==> src/rtl/mpd_pkg.sv <==
// Package mpd_pkg
// Holds the types shared across the main-path divider. The post-scaler mode
// names its two settings so that the selection logic reads as intent rather
// than as a raw bit.
package mpd_pkg;

    typedef enum logic {
        POST_HALVE = 1'b0,
        POST_PASS  = 1'b1
    } post_mode_e;

endpackage

==> src/rtl/mpd_prescale.sv <==
// Module mpd_prescale
// Fixed first-stage divider. It produces a one-cycle enable once every DIV
// input cycles. It assumes DIV >= 2 and a synchronous active-low reset.
// After reset the first enable comes in the DIV-th cycle.
module mpd_prescale #(
    parameter int DIV = 3
) (
    input  logic clk,
    input  logic rst_n,
    output logic ce_o
);
    localparam int CW = (DIV > 2) ? $clog2(DIV) : 1;
    localparam logic [CW-1:0] LAST = CW'(DIV - 1);

    logic [CW-1:0] cnt_q;

    // Cycle counter that wraps after DIV states.
    always_ff @(posedge clk) begin
        if (!rst_n)            cnt_q <= '0;
        else if (cnt_q == LAST) cnt_q <= '0;
        else                   cnt_q <= cnt_q + 1'b1;
    end

    assign ce_o = (cnt_q == LAST);

    // enables are spaced apart, never back to back
    p_ce_spacing_r1: assert property (@(posedge clk) disable iff (!rst_n)
        ce_o |=> !ce_o);

endmodule

==> src/rtl/mpd_ncount.sv <==
// Module mpd_ncount
// Programmable divide-by-N stage. It is gated by the first-stage enable.
// The active ratio is held in a register and reloaded from n_i only at the
// terminal count, which keeps a mid-count change from shortening a period.
// Settings below N_MIN are raised to N_MIN. It assumes RESET_N >= N_MIN.
module mpd_ncount #(
    parameter int N_W     = 7,
    parameter int N_MIN   = 64,
    parameter int RESET_N = 71
) (
    input  logic           clk,
    input  logic           rst_n,
    input  logic           ce_i,
    input  logic [N_W-1:0] n_i,
    output logic           tc_o
);
    localparam logic [N_W-1:0] FLOOR = N_W'(N_MIN);
    localparam logic [N_W-1:0] START = N_W'(RESET_N);

    logic [N_W-1:0] cnt_q;
    logic [N_W-1:0] act_n_q;
    logic [N_W-1:0] n_clamped;

    // Raise settings under the floor to the floor.
    always_comb begin
        n_clamped = (n_i < FLOOR) ? FLOOR : n_i;
    end

    assign tc_o = ce_i && (cnt_q == act_n_q - 1'b1);

    // Count enables; at terminal count restart and adopt the new ratio.
    always_ff @(posedge clk) begin
        if (!rst_n) begin
            cnt_q   <= '0;
            act_n_q <= START;
        end else if (tc_o) begin
            cnt_q   <= '0;
            act_n_q <= n_clamped;
        end else if (ce_i) begin
            cnt_q   <= cnt_q + 1'b1;
        end
    end

    // the count never leaves the active range
    p_cnt_in_range_r1: assert property (@(posedge clk) disable iff (!rst_n)
        cnt_q < act_n_q);

    // the active ratio never drops below the floor
    p_ratio_floor_r4: assert property (@(posedge clk) disable iff (!rst_n)
        act_n_q >= FLOOR);

    // the active ratio changes only after a terminal count
    p_ratio_held_r5: assert property (@(posedge clk) disable iff (!rst_n)
        !tc_o |=> $stable(act_n_q));

endmodule

==> src/rtl/mpd_post.sv <==
// Module mpd_post
// Output stage. It sees the terminal-count pulse and the divide-by-2 state
// that the pulse is about to flip. In pass mode the output follows that
// state. In halve mode the output toggles on each of its rising moves.
// The mode is taken from bypass_i only when the output rises, so a period
// is never cut short. edge_o marks the first cycle of each new level.
module mpd_post
    import mpd_pkg::*;
#(
    parameter bit RESET_PASS = 1'b1
) (
    input  logic clk,
    input  logic rst_n,
    input  logic tc_i,
    input  logic stage_i,
    input  logic bypass_i,
    output logic out_o,
    output logic edge_o
);
    post_mode_e mode_q;
    logic       out_q;
    logic       edge_q;
    logic       out_d;
    logic       rise_evt;
    logic       fall_evt;

    assign rise_evt = tc_i && !stage_i;
    assign fall_evt = tc_i &&  stage_i;

    // Next output level for the current mode.
    always_comb begin
        out_d = out_q;
        if (rise_evt)
            out_d = (mode_q == POST_PASS) ? 1'b1 : ~out_q;
        else if (fall_evt && mode_q == POST_PASS)
            out_d = 1'b0;
    end

    // Output register, edge marker and mode adopted at each output rise.
    always_ff @(posedge clk) begin
        if (!rst_n) begin
            out_q  <= 1'b0;
            edge_q <= 1'b0;
            mode_q <= RESET_PASS ? POST_PASS : POST_HALVE;
        end else begin
            out_q  <= out_d;
            edge_q <= (out_d != out_q);
            if (out_d && !out_q)
                mode_q <= bypass_i ? POST_PASS : POST_HALVE;
        end
    end

    assign out_o  = out_q;
    assign edge_o = edge_q;

    // the marker coincides with a changed output level
    p_edge_marks_change_r6: assert property (@(posedge clk) disable iff (!rst_n)
        edge_q |-> !$stable(out_q));

    // the mode moves only together with an output rise
    p_mode_at_rise_r8: assert property (@(posedge clk) disable iff (!rst_n)
        !$stable(mode_q) |-> $rose(out_q));

endmodule

==> src/rtl/main_path_divider.sv <==
// Module main_path_divider
// Top of the main-path divider chain: fixed prescale, programmable counter,
// fixed divide-by-2 and selectable post-scaler. Every stage runs on clk and
// uses clock enables. It assumes a synchronous active-low reset held for at
// least one clock edge.
module main_path_divider #(
    parameter int N_W        = 7,
    parameter int N_MIN      = 64,
    parameter int PRE_DIV    = 3,
    parameter int RESET_N    = 71,
    parameter bit RESET_PASS = 1'b1
) (
    input  logic           clk,
    input  logic           rst_n,
    input  logic [N_W-1:0] n_value,
    input  logic           post_pass,
    output logic           cmp_out,
    output logic           cmp_edge
);
    logic pre_ce;
    logic n_tc;
    logic div2_q;

    mpd_prescale #(.DIV(PRE_DIV)) u_pre (
        .clk   (clk),
        .rst_n (rst_n),
        .ce_o  (pre_ce)
    );

    mpd_ncount #(.N_W(N_W), .N_MIN(N_MIN), .RESET_N(RESET_N)) u_ncnt (
        .clk   (clk),
        .rst_n (rst_n),
        .ce_i  (pre_ce),
        .n_i   (n_value),
        .tc_o  (n_tc)
    );

    // Fixed divide-by-2: flip on every terminal count.
    always_ff @(posedge clk) begin
        if (!rst_n)    div2_q <= 1'b0;
        else if (n_tc) div2_q <= ~div2_q;
    end

    mpd_post #(.RESET_PASS(RESET_PASS)) u_post (
        .clk      (clk),
        .rst_n    (rst_n),
        .tc_i     (n_tc),
        .stage_i  (div2_q),
        .bypass_i (post_pass),
        .out_o    (cmp_out),
        .edge_o   (cmp_edge)
    );

    // the half-rate stage moves only on a counter terminal count
    p_div2_on_tc_r1: assert property (@(posedge clk) disable iff (!rst_n)
        !n_tc |=> $stable(div2_q));

endmodule

==> config.mk <==
export PLATFORM = sky130hd
export DESIGN_NAME = main_path_divider
export DESIGN_NICKNAME = d
export VERILOG_FILES = /design/src/rtl/mpd_pkg.sv /design/src/rtl/mpd_prescale.sv /design/src/rtl/mpd_ncount.sv /design/src/rtl/mpd_post.sv /design/src/rtl/main_path_divider.sv
export SDC_FILE = /design/constraint.sdc
export NUM_CORES = 1
export LEC_CHECK = 0
export BUFFER_PORTS_ARGS = -buffer_cell sky130_fd_sc_hd__buf_2
export CORE_MARGIN = 3
export CORE_UTILIZATION = 35
export CTS_BUF_LIST = sky130_fd_sc_hd__clkbuf_4
export CTS_CLUSTER_SIZE = 28
export DETAILED_ROUTE_END_ITERATION = 16
export PLACE_DENSITY = 0.6
export SYNTH_ARGS = -nofsm -noshare
export SYNTH_HDL_FRONTEND = slang
export SYNTH_SLANG_ARGS = --single-unit
==> constraint.sdc <==
create_clock -name clk -period 6.3 [get_ports clk]
set_input_delay 0.63 -clock clk [delete_from_list [all_inputs] [get_ports clk]]
set_output_delay 0.63 -clock clk [all_outputs]
set_load 0.1 [all_outputs]
# ---- Word level (Yosys, flattened, before mapping)
# Index checks and enable logic that the tools add are counted.
dict set report totals {
  register_bits 20
  output_inout_bits 2
  elab_cells 31
}
dict set report op_classes {
  reduce_logical 9
  bitwise 3
  n_eq_ne 3
  add_sub_neg 3
  mux 5
  magnitude_cmp 1
}
# cell count
set op_table {}
lappend op_table {{$add 7x1->7 const B} 1}
lappend op_table {{$eq 7x7->1} 1}
lappend op_table {{$lt 7x7->1 const B} 1}
lappend op_table {{$mux 7} 1}
lappend op_table {{$sub 7x1->7 const B} 1}
lappend op_table {{$logic_and 1x1->1} 5}
lappend op_table {{$mux 1} 4}
lappend op_table {{$reduce_or 2->1} 2}
lappend op_table {{$not 1->1} 3}
lappend op_table {{$add 2x1->2 const B} 1}
lappend op_table {{$eq 2x2->1 const B} 1}
lappend op_table {{$logic_not 1->1} 2}
lappend op_table {{$ne 1x1->1} 1}

# ---- Depth between registers and ports, before layout
# Gate-level depths: netlist (run 1).
dict set report depth {
  ltp_word 8
  depth_mapped 10
  ltp_nobuf 10
}

# ---- By module
# From an unflattened synthesis (run 1), not the netlist that was laid out.
dict set report hier_totals {
  cells_unflattened 105
  area_unflattened_um2 1012.2
}
# mod cells_per_inst instances seq_area_each_um2 area_per_inst_um2
set by_module_without_submodules {}
lappend by_module_without_submodules {mpd_ncount 82 1 260.2 757.0}
lappend by_module_without_submodules {mpd_post 14 1 60.1 138.9}
lappend by_module_without_submodules {mpd_prescale 6 1 40.0 81.3}
lappend by_module_without_submodules {main_path_divider 3 1 20.0 35.0}

# ---- Worst setup path before layout (run 1)
# No wires, ideal clock.
dict set report synth_path {
  kind {flip-flop to flip-flop}
  start {reg u_ncnt.act_n_q[2]}
  end {reg u_post.mode_q}
  setup_slack_ns 4.101
  synth_period_minus_slack_ns 2.199
  t_arrival_ns 2.067
  n_path_buf 0
  stages_incl_launch_ff 9
  cell_sequence {dfxtp_1 or3_4 or4_4 a211oi_2 a41o_2 nand2_1 ha_1 nand2_1 o211ai_1}
}
dict set report synth_between {
  elab_chain_cells 8
  word_cells_on_any_way 9
  classes_between {add/sub (1); eq/ne (1); mux (2); reduce/logical (5)}
}
# element line_no
set synth_rtl {}
lappend synth_rtl {{start, declared} mpd_ncount.sv:21} ;# logic [N_W-1:0] act_n_q;
lappend synth_rtl {{start signal, assigned} mpd_ncount.sv:38} ;# act_n_q <= n_clamped;
lappend synth_rtl {{$sub 7x1->7 (*)} mpd_ncount.sv:29} ;# assign tc_o = ce_i && (cnt_q == act_n_q - 1'b1);
lappend synth_rtl {{$eq 7x7->1 (*)} mpd_ncount.sv:29}
lappend synth_rtl {{$logic_and 1x1->1 (*)} mpd_ncount.sv:29}
lappend synth_rtl {{$logic_and 1x1->1} mpd_post.sv:28} ;# assign fall_evt = tc_i && stage_i;
lappend synth_rtl {{$logic_and 1x1->1} mpd_post.sv:35} ;# else if (fall_evt && mode_q == POST_PASS)
lappend synth_rtl {{$mux 1} mpd_post.sv:35}
lappend synth_rtl {{$mux 1 (*)} mpd_post.sv:33} ;# if (rise_evt)
lappend synth_rtl {{$logic_and 1x1->1 (*)} mpd_post.sv:48} ;# if (out_d && !out_q)
lappend synth_rtl {{end signal, assigned} mpd_post.sv:44} ;# mode_q <= RESET_PASS ? POST_PASS : POST_HALVE;
lappend synth_rtl {{end signal, assigned} mpd_post.sv:49} ;# mode_q <= bypass_i ? POST_PASS : POST_HALVE;
lappend synth_rtl {{end, declared} mpd_post.sv:20} ;# post_mode_e mode_q;
# Mark *: on every way between the ends. The rest lies on a longest branch, timed or not.
# A chain may end at the register's enable or synchronous reset.

# ---- Worst setup path in the final report (run 1)
dict set report layout_path {
  start {reg u_ncnt.act_n_q[2]}
  end {reg u_ncnt.cnt_q[2]}
}
dict set report layout_between {
  elab_chain_cells 4
}
# element line_no
set layout_rtl {}
lappend layout_rtl {{$sub 7x1->7} mpd_ncount.sv:29}
lappend layout_rtl {{$eq 7x7->1} mpd_ncount.sv:29}
lappend layout_rtl {{$logic_and 1x1->1} mpd_ncount.sv:29}
lappend layout_rtl {{$reduce_or 2->1 (no line)} n/a}
lappend layout_rtl {{end signal, assigned} mpd_ncount.sv:40} ;# cnt_q <= cnt_q + 1'b1;
lappend layout_rtl {{end, declared} mpd_ncount.sv:20} ;# logic [N_W-1:0] cnt_q;
# No other way between the ends.

==> impl_metrics.env, run 1 <==
export IMPL_setup_viol=0
export IMPL_antenna_found_initial=0
export IMPL_clk_pin_slew_ns=0.11
export IMPL_crit_slowest_cell="or4_4"
export IMPL_start_util_pct=38.7
export IMPL_synthesis_nets=123
export IMPL_ys_seq_area_share_pct=37.6
export IMPL_routed_via_count=751
export IMPL_routed_wl_met2_um=826
export IMPL_hold_ws_ns=0.448
export IMPL_cp_end_kind="register"
export IMPL_dr_pass1_iters=4
export IMPL_yosys_warnings=0
export IMPL_grt_pass1_wl_mm=3.11
export IMPL_critPathKind="reg -> reg"
export IMPL_p_sw_mw=0.0502
export IMPL_route_layer_met1_wl_um=859
export IMPL_p_clk_share_pct=31.5
export IMPL_fin_skew_ns=0.00213
export IMPL_wirelength_mm=1.79
export IMPL_crit_arrival_ns=2.56
export IMPL_cts_max_level=1
export IMPL_postCtsHoldBufs=0
export IMPL_drcViolationCount=0
export IMPL_core_area_um2=2610
export IMPL_routed_via_density=5.01
export IMPL_ys_flop_type="dfxtp_1"
export IMPL_wl_per_cell_um=11.9
export IMPL_cts_setup_buffers=0
export IMPL_tightest_slew_ns=0.485
export IMPL_placed_cells=146
export IMPL_drv_cap=0
export IMPL_p_seq_share_pct=60.0
export IMPL_path_delay_family="simple AND/OR/NAND/NOR gates"
export IMPL_netlist_area_um2=1010
export IMPL_clock_tree_buffer_depth=2
export IMPL_final_nets=135
export IMPL_ant_nets=0
export IMPL_pwr_share_comb_pct=8.5
export IMPL_hold_viol_final=0
export IMPL_first_global_vias=732
export IMPL_drt_iter0_drc=15
export IMPL_grt_total_usage_pct=11.5
export IMPL_overflow=0
export IMPL_cts_sinks=19
export IMPL_cp_cell_sequence="or3_4, or4_4, a211oi_2, nand3_2, and3_1"
export IMPL_rsz0062_at_grt="no"
export IMPL_cts_buffers=3
export IMPL_synth_seq_cells=19
export IMPL_async_flop_share_pct=0
export IMPL_stdcell_count=150
export IMPL_intPower_mw=0.162
export IMPL_final_common_cell="dfxtp_1"
export IMPL_final_period_utilization_pct=37.4
export IMPL_cts_tree="built"
export IMPL_wl_met3_um=57
export IMPL_cp_start_kind="register"
export IMPL_cp_max_fo=14
export IMPL_fp_dieW_um=59.7
export IMPL_area_delta_synth_final_pct=9.90
export IMPL_cts_resized=0
export IMPL_clkLatencyLatePin_ns=0.30
export IMPL_ioPinCount=12
export IMPL_gp_congestion=0.807
export IMPL_synthCells=109
export IMPL_synth_avg_cell_area_um2=9.27
export IMPL_dieArea_um2=3570
export IMPL_dp_hpwl_mm=1.33
export IMPL_required_ns=6.51
export IMPL_synth_edf_count=0
export IMPL_insertedDiodeCount=0
export IMPL_fillers=251
export IMPL_synth_cell_types=32
export IMPL_timing_final_crit_period_ns=2.36
export IMPL_drv_slew=0
export IMPL_cp_slowest_stage_delay_ns=0.48
export IMPL_final_cell_mix="dfxtp_1 (19), buf_2 (11), nand2_1 (10)"
export IMPL_cp_num_buf_inv=0
export IMPL_status="finished, final reports clean"
export IMPL_p_sw_share_pct=23.6
export IMPL_drive_above_1_share_pct=18.3
export IMPL_fp_dieH_um=59.7
export IMPL_cts_root_buf="clkbuf_4"
export IMPL_rows=18
export IMPL_clock_fmax_mhz=424
export IMPL_setup_tns_ns=0
export IMPL_relSlewSlack_pct=67.9
export IMPL_grt_max_degree=26
export IMPL_dr_max_layer_used="met4"
export IMPL_vdd_ir_drop_max_v=0.000129
export IMPL_io_buffer_count=11
export IMPL_power_density_nw_per_um2=191
export IMPL_p_leak_nw=0.553
export IMPL_hp_class="reg -> reg"
metal layers:
layer | up-vias | global-route usage, %
li1 | 400 | -
met1 | 332 | 14.1
met2 | 15 | 18.5
met3 | 4 | 1.94
met4 | 0 | 6.96
met5 | - | 0
flip-flops by register name, summed over array words and instances, names as in the netlist:
name / count
div2_q: 1
u_ncnt.act_n_q: 6
u_ncnt.cnt_q: 7
u_post.edge_o: 1
u_post.mode_q: 1
u_post.out_o: 1
u_pre.cnt_q: 2
cell usage after synthesis, drive strengths merged, types with 3 or more instances:
| library cell | n | area share, % |
|---|---|---|
| dfxtp | 19 | 38 |
| nand2 | 10 | 3.7 |
| and3 | 7 | 4.3 |
| mux2i | 7 | 6.9 |
| xnor2 | 7 | 6.1 |
| xor2 | 6 | 5.2 |
| inv | 5 | 1.9 |
| nand3 | 5 | 3.0 |
| nor2 | 5 | 1.9 |
| a21boi | 4 | 3.0 |
| ha | 4 | 5.0 |
| nor2b | 4 | 2.5 |
| clkbuf | 3 | 1.1 |
| nand4 | 3 | 1.9 |
final cells by class:
type / count / area, um^2 / area share, %
timing repair buffer: 11 / 55.1 / 4.95
clock buffer: 4 / 30.0 / 2.70
tap: 30 / 37.5 / 3.38
inverter: 5 / 18.8 / 1.69
multi-input combinational: 81 / 589 / 53.0
sequential: 19 / 380 / 34.2
worst paths after layout:
kind                            cells past startpoint               to         startpoint  slack (ns)
worst max-delay path                                5  u_ncnt.cnt_q[2]  u_ncnt.act_n_q[2]        3.94
worst min-delay path                                1   u_pre.cnt_q[0]     u_pre.cnt_q[0]        0.45
worst max register to register                      5  u_ncnt.cnt_q[2]  u_ncnt.act_n_q[2]        3.94
worst min register to register                      1   u_pre.cnt_q[0]     u_pre.cnt_q[0]        0.45
power by group through the flow:
stage | combinational [mW] | sequential (mW) | clock (mW)
after floorplan | 0.0129 | 0.129 | 0
after global placement | 0.0178 | 0.130 | 0
after detailed placement | 0.0184 | 0.130 | 0
after CTS | 0.0183 | 0.128 | 0.0705
after global routing | 0.0209 | 0.128 | 0.0735
final | 0.0181 | 0.127 | 0.0669
per-stage QoR:
step | setup slack [ns] | total power [mW] | instance area [um^2] | util (%)
after floorplan | 4.10 | 0.142 | 1010 | -
after global placement | 3.96 | 0.148 | 1080 | 41.4
after detailed placement | 3.96 | 0.149 | 1080 | 41.4
after CTS | 3.92 | 0.216 | 1110 | 42.5
after global routing | 3.80 | 0.223 | 1110 | 42.5
final | 3.94 | 0.212 | 1110 | 42.5
worst register-to-register path, cell delays in order, from the launching register on:
cell      delay, ns
dfxtp_1        0.37
or3_4          0.42
or4_4          0.49
a211oi_2       0.34
nand3_2        0.35
and3_1         0.30
kinds of logic (layout without fill, tap and decap cells):
| group | after synthesis | in the layout | share of synthesized area, % |
|---|---|---|---|
| and+or+nand+nor | 44 | 44 | 25.0 |
| DFF | 19 | 19 | 37.6 |
| adders and majority gates | 4 | 4 | 4.95 |
| muxes | 8 | 8 | 8.04 |
| buffers and inverters | 9 | 20 | 4.08 |
| xor gates and xnor gates | 13 | 13 | 11.3 |
| AOI/OAI and AO/OA | 12 | 12 | 9.03 |
Power figures use the tool's default switching activity.
==> inputs of run 2 (changes only) <==
Settings changed: PLACE_DENSITY 0.6 to 0.61.
Clock period 6.3 ns to 1.9 ns, I/O delays scaled along.
==> impl_metrics.env, run 2 (synthesis results as in run 1) <==
export IMPL_timing_final_crit_period_ns=2.17
export IMPL_post_dp_cell_area_um2=1230
export IMPL_drv_cap=0
export IMPL_finalWorstSetupSlack_ns=-0.266
export IMPL_wl_per_cell_um=11.4
export IMPL_dp_hpwl_mm=1.47
export IMPL_gp_congestion=0.712
export IMPL_tightest_slew_ns=0.486
export IMPL_critPathKind="reg -> reg"
export IMPL_antenna_found_initial=0
export IMPL_cp_slowest_stage_delay_ns=0.53
export IMPL_cp_end_kind="register"
export IMPL_largest_register_ffs=7
export IMPL_worst_r2r_path_depth=8
export IMPL_fp_dieH_um=59.7
export IMPL_area_delta_synth_final_pct=26.0
export IMPL_reg_top3="u_ncnt.cnt_q: 7 flops, u_ncnt.act_n_q: 6 flops, u_pre.cnt_q: 2 flops"
export IMPL_dr_pass1_iters=4
export IMPL_final_common_cell="dfxtp_1"
export IMPL_final_util_pct=48.8
export IMPL_routed_via_count=817
export IMPL_fp_dieW_um=59.7
export IMPL_cts_tree="built"
export IMPL_hold_ws_ns=0.103
export IMPL_cp_num_buf_inv=0
export IMPL_grt_max_degree=26
export IMPL_ioPinCount=12
export IMPL_clk_pin_slew_ns=0.11
export IMPL_insertedDiodeCount=0
export IMPL_final_period_utilization_pct=114
export IMPL_setup_viol=16
export IMPL_min_path_cells=3
export IMPL_fin_skew_ns=0.00512
export IMPL_reg2reg_to="u_post.mode_q"
export IMPL_cts_max_level=1
export IMPL_first_global_vias=785
export IMPL_cp_cell_sequence="or3_4, or4_4, a211oi_4, a41o_2, nand2_2, ha_4, nand2_1, o211ai_1"
export IMPL_path_delay_family="simple AND/OR/NAND/NOR gates"
export IMPL_hold_viol_final=0
export IMPL_final_cell_mix="dfxtp_1 (17), buf_4 (14), buf_2 (11)"
export IMPL_rsz0062_at_grt="yes"
export IMPL_placed_cells=162
export IMPL_cp_start_kind="register"
export IMPL_relSlewSlack_pct=67.8
export IMPL_required_ns=2.08
export IMPL_core_area_um2=2610
export IMPL_drcViolationCount=0
export IMPL_io_buffer_count=11
export IMPL_hp_start="post_pass"
export IMPL_design_area_um2=1270
export IMPL_power_mw=0.707
export IMPL_critPathLaunch="u_ncnt.act_n_q[4]"
export IMPL_drive_above_1_share_pct=31.6
export IMPL_drv_slew=0
export IMPL_worstHoldEndpoint="u_post.mode_q"
export IMPL_cp_max_fo=3
export IMPL_drt_iter0_drc=13
export IMPL_routed_via_density=4.92
export IMPL_cts_setup_buffers=0
export IMPL_wirelength_mm=1.89
export IMPL_start_util_pct=38.7
export IMPL_clock_tree_buffer_depth=2
export IMPL_cts_buffers=3
export IMPL_ant_nets=0
export IMPL_vdd_ir_drop_max_v=0.000386
export IMPL_reg2reg_slack_ns=-0.27
export IMPL_overflow=0
export IMPL_cts_root_buf="clkbuf_4"
export IMPL_status="finished with violations"
export IMPL_grt_pass1_wl_mm=3.31
export IMPL_final_nets=151
export IMPL_crit_arrival_ns=2.34
export IMPL_power_density_nw_per_um2=555
export IMPL_clkLatencyLatePin_ns=0.30
export IMPL_postCtsHoldBufs=0
export IMPL_stdcell_count=166
export IMPL_p_leak_nw=0.640
export IMPL_dieArea_um2=3570
export IMPL_clock_fmax_mhz=462
export IMPL_grt_total_usage_pct=12.4
export IMPL_reg2reg_from="u_ncnt.act_n_q[4]"
export IMPL_rows=18
export IMPL_hp_class="in -> reg"
export IMPL_cts_sinks=19
export IMPL_violations="negative setup slack"
export IMPL_top_register="u_ncnt.cnt_q"
export IMPL_crit_slowest_cell="or4_4"
-- run 2: changes by cell type in the layout (fill, tap and decap cells not counted), sizes merged --
cell	previous run	this run
buf	11	27
-- run 2: report_power, final --
group,switching [mW],internal [mW]
logic,0.0306,0.0347
clock network,0.124,0.0960
registers,0.0101,0.412
-- run 2: timing repair --
| action | CTS | global route |
|---|---|---|
| gates cloned | 0 | 0 |
| gates resized for setup | 3 | 1 |
| pin swaps | 0 | 2 |
| endpoints found under the setup margin | 16 | 17 |
-- run 2: tightest hold or removal path, cell delays in order --
cell      delay (ns)
buf_2           0.08
nand2_1         0.04
o211ai_1        0.06
-- run 2: worst max-delay path by stage --
stage                    end  slack (ns)  depth (start not counted)
2_1_floorplan  u_post.edge_o       -0.24                          7
3_3_place_gp   u_post.mode_q       -0.24                          8
3_5_place_dp   u_post.mode_q       -0.25                          8
4_1_cts        u_post.mode_q       -0.27                          8
5_1_grt        u_post.mode_q       -0.34                          8
6_report       u_post.mode_q       -0.27                          8
-- run 2: layout make-up --
| cell class | count | area, um^2 |
|---|---|---|
| multi-input cells | 81 | 622 |
| flip-flops and latches | 19 | 383 |
| repair buffers | 27 | 183 |
| well taps | 30 | 37.5 |
| inverters | 5 | 18.8 |
| fillers | 254 | 1340 |
| clock buffers | 4 | 30.0 |
-- run 2: layer usage --
layer / routed length (um) / up-vias / global-route usage, %
li1: - / 431 / -
met1: 842 / 369 / 14.7
met2: 955 / 15 / 20.4
met3: 76 / 2 / 3.46
met4: 20 / 0 / 6.01
met5: 0 / - / 0
-- run 2: stage by stage --
step	setup TNS (ns)	worst slack (ns)
detailed placement	-3.26	-0.251
finish	-3.08	-0.266
global route	-4.24	-0.337
global placement	-3.16	-0.236
CTS	-3.15	-0.268
floorplan	-1.42	-0.243
==> inputs of run 3 (changes only) <==
Settings changed: CORE_MARGIN 3 to not set, TNS_END_PERCENT set to 5.
==> impl_metrics.env, run 3 (synthesis results as in run 1) <==
export IMPL_rsz0062_at_grt="yes"
export IMPL_hp_class="in -> reg"
export IMPL_worst_r2r_path_depth=8
export IMPL_area_delta_synth_final_pct=26.5
export IMPL_dr_pass1_iters=4
export IMPL_postCtsHoldBufs=0
export IMPL_routed_via_density=4.83
export IMPL_grt_pass1_wl_mm=3.42
export IMPL_worstHoldEndpoint="u_post.mode_q"
export IMPL_critPathKind="reg -> reg"
export IMPL_p_sw_share_pct=24.7
export IMPL_grt_max_degree=26
export IMPL_stdcell_count=167
export IMPL_min_path_cells=3
export IMPL_vdd_ir_drop_max_v=0.000344
export IMPL_crit_top_cell="nand2_2"
export IMPL_antenna_found_initial=0
export IMPL_p_leak_nw=0.639
export IMPL_final_period_utilization_pct=113
export IMPL_io_buffer_count=11
export IMPL_cts_tree="built"
export IMPL_crit_slowest_cell="or4_4"
export IMPL_fillers=278
export IMPL_cp_max_fo=3
export IMPL_hold_viol_final=0
export IMPL_path_delay_family="simple AND/OR/NAND/NOR gates"
export IMPL_cp_start_kind="register"
export IMPL_p_clk_share_pct=30.0
export IMPL_power_density_nw_per_um2=545
export IMPL_grt_total_usage_pct=14.1
export IMPL_start_util_pct=36.7
export IMPL_status="finished with violations"
export IMPL_cp_num_buf_inv=0
export IMPL_first_global_vias=825
export IMPL_final_common_cell="dfxtp_1"
export IMPL_fp_dieH_um=55.7
export IMPL_violations="negative setup slack"
export IMPL_ant_nets=0
export IMPL_reg_top3="u_ncnt.cnt_q: 7 flops, u_ncnt.act_n_q: 6 flops, u_pre.cnt_q: 2 flops"
export IMPL_largest_register_ffs=7
export IMPL_reg2reg_slack_ns=-0.25
export IMPL_drive_above_1_share_pct=32.4
export IMPL_drcViolationCount=0
export IMPL_gp_congestion=0.693
export IMPL_wirelength_mm=1.87
export IMPL_cts_setup_buffers=0
export IMPL_final_nets=151
export IMPL_post_dp_cell_area_um2=1230
export IMPL_setup_tns_ns=-2.84
export IMPL_routed_via_count=807
export IMPL_dieArea_um2=3110
export IMPL_drv_slew=0
export IMPL_ioPinCount=12
export IMPL_relSlewSlack_pct=67.9
export IMPL_top_register="u_ncnt.cnt_q"
export IMPL_clock_tree_buffer_depth=2
export IMPL_p_seq_share_pct=60.5
export IMPL_intPower_mw=0.525
export IMPL_drt_iter0_drc=11
export IMPL_clock_fmax_mhz=465
export IMPL_fin_skew_ns=0.00949
export IMPL_tightest_slew_ns=0.485
export IMPL_reg2reg_to="u_post.mode_q"
export IMPL_clkLatencyLatePin_ns=0.30
export IMPL_setup_viol=16
export IMPL_hp_start="post_pass"
export IMPL_cts_root_buf="clkbuf_4"
export IMPL_overflow=0
export IMPL_fp_dieW_um=55.7
export IMPL_design_area_um2=1280
export IMPL_placed_cells=163
export IMPL_cts_max_level=1
export IMPL_wl_per_cell_um=11.2
export IMPL_cp_cell_sequence="or3_4, or4_4, a211oi_4, a41o_2, nand2_2, ha_4, nand2_2, o211ai_1"
export IMPL_required_ns=2.08
export IMPL_finalWorstSetupSlack_ns=-0.251
export IMPL_crit_arrival_ns=2.33
export IMPL_core_area_um2=2760
export IMPL_clk_pin_slew_ns=0.12
export IMPL_dp_hpwl_mm=1.42
export IMPL_reg2reg_from="u_ncnt.act_n_q[3]"
export IMPL_cts_sinks=19
export IMPL_final_cell_mix="dfxtp_1 (17), buf_4 (14), buf_2 (11)"
export IMPL_timing_final_crit_period_ns=2.15
export IMPL_drv_cap=0
export IMPL_cp_end_kind="register"
export IMPL_pwr_share_comb_pct=9.5
export IMPL_p_sw_mw=0.172
export IMPL_insertedDiodeCount=0
export IMPL_rows=19
export IMPL_cts_buffers=3
export IMPL_cp_slowest_stage_delay_ns=0.50
run 3: cell count changes in the layout (fill, tap and decap cells not counted):
cell,before,now
a31oi_1,2,1
a31oi_2,0,1
clkbuf_4,4,3
clkinv_2,0,1
nand2_1,9,8
nand2_2,1,2
nor2b_1,3,4
nor2b_2,1,0
run 3: metrics by stage:
stage	util, %	hold slack [ns]	setup slack (ns)	total power [mW]
after global routing	46.4	0.117	-0.350	0.735
after global placement	44.5	0.399	-0.237	0.493
after CTS	46.1	0.0923	-0.284	0.707
final	46.4	0.107	-0.251	0.697
after detailed placement	44.5	0.413	-0.276	0.498
after floorplan	-	0.320	-0.243	0.471
run 3: what timing repair did:
item,CTS,global route
resized for setup,3,2
endpoints found under the setup margin,17,17
pin swaps,5,3
run 3: power groups by stage:
stage / clock, mW / combinational [mW] / sequential [mW]
after floorplan: 0 / 0.0429 / 0.429
after global placement: 0 / 0.0627 / 0.431
after detailed placement: 0 / 0.0664 / 0.431
after CTS: 0.218 / 0.0669 / 0.422
after global routing: 0.233 / 0.0786 / 0.423
final: 0.209 / 0.0660 / 0.422
run 3: metal layers:
layer / track usage (%) / vias to the layer above / routed length, um
li1: - / 432 / -
met1: 16.7 / 357 / 884
met2: 24.3 / 14 / 902
met3: 2.09 / 4 / 48
met4: 7.50 / 0 / 36
met5: 0 / - / 0
run 3: how the worst max path moves through the flow:
| stage | depth (start not counted) | from | slack [ns] | to |
|---|---|---|---|---|
| finish | 8 | u_ncnt.act_n_q[3] | -0.25 | u_post.mode_q |
| global route | 8 | u_ncnt.act_n_q[3] | -0.35 | u_post.mode_q |
| CTS | 8 | u_ncnt.act_n_q[3] | -0.28 | u_post.mode_q |
| floorplan | 7 | u_ncnt.act_n_q[4] | -0.24 | u_post.edge_o |
| detailed placement | 8 | u_ncnt.act_n_q[4] | -0.28 | u_post.mode_q |
| global placement | 8 | u_ncnt.act_n_q[4] | -0.24 | u_post.mode_q |
run 3: area by class of cell:
cell class	count	area (um^2)	area share, %
multi-input cells	81	628	49.1
repair buffers	27	183	14.3
well taps	31	38.8	3.03
flip-flops and latches	19	383	29.9
inverters	5	18.8	1.47
clock inverters	1	5.00	0.391
clock buffers	3	22.5	1.76
run 3: tightest hold or removal path: cells and delay by family:
kind            cells  cell delay (ns)
simple gates        1             0.04
compound gates      1             0.07
buf+inv             1             0.08
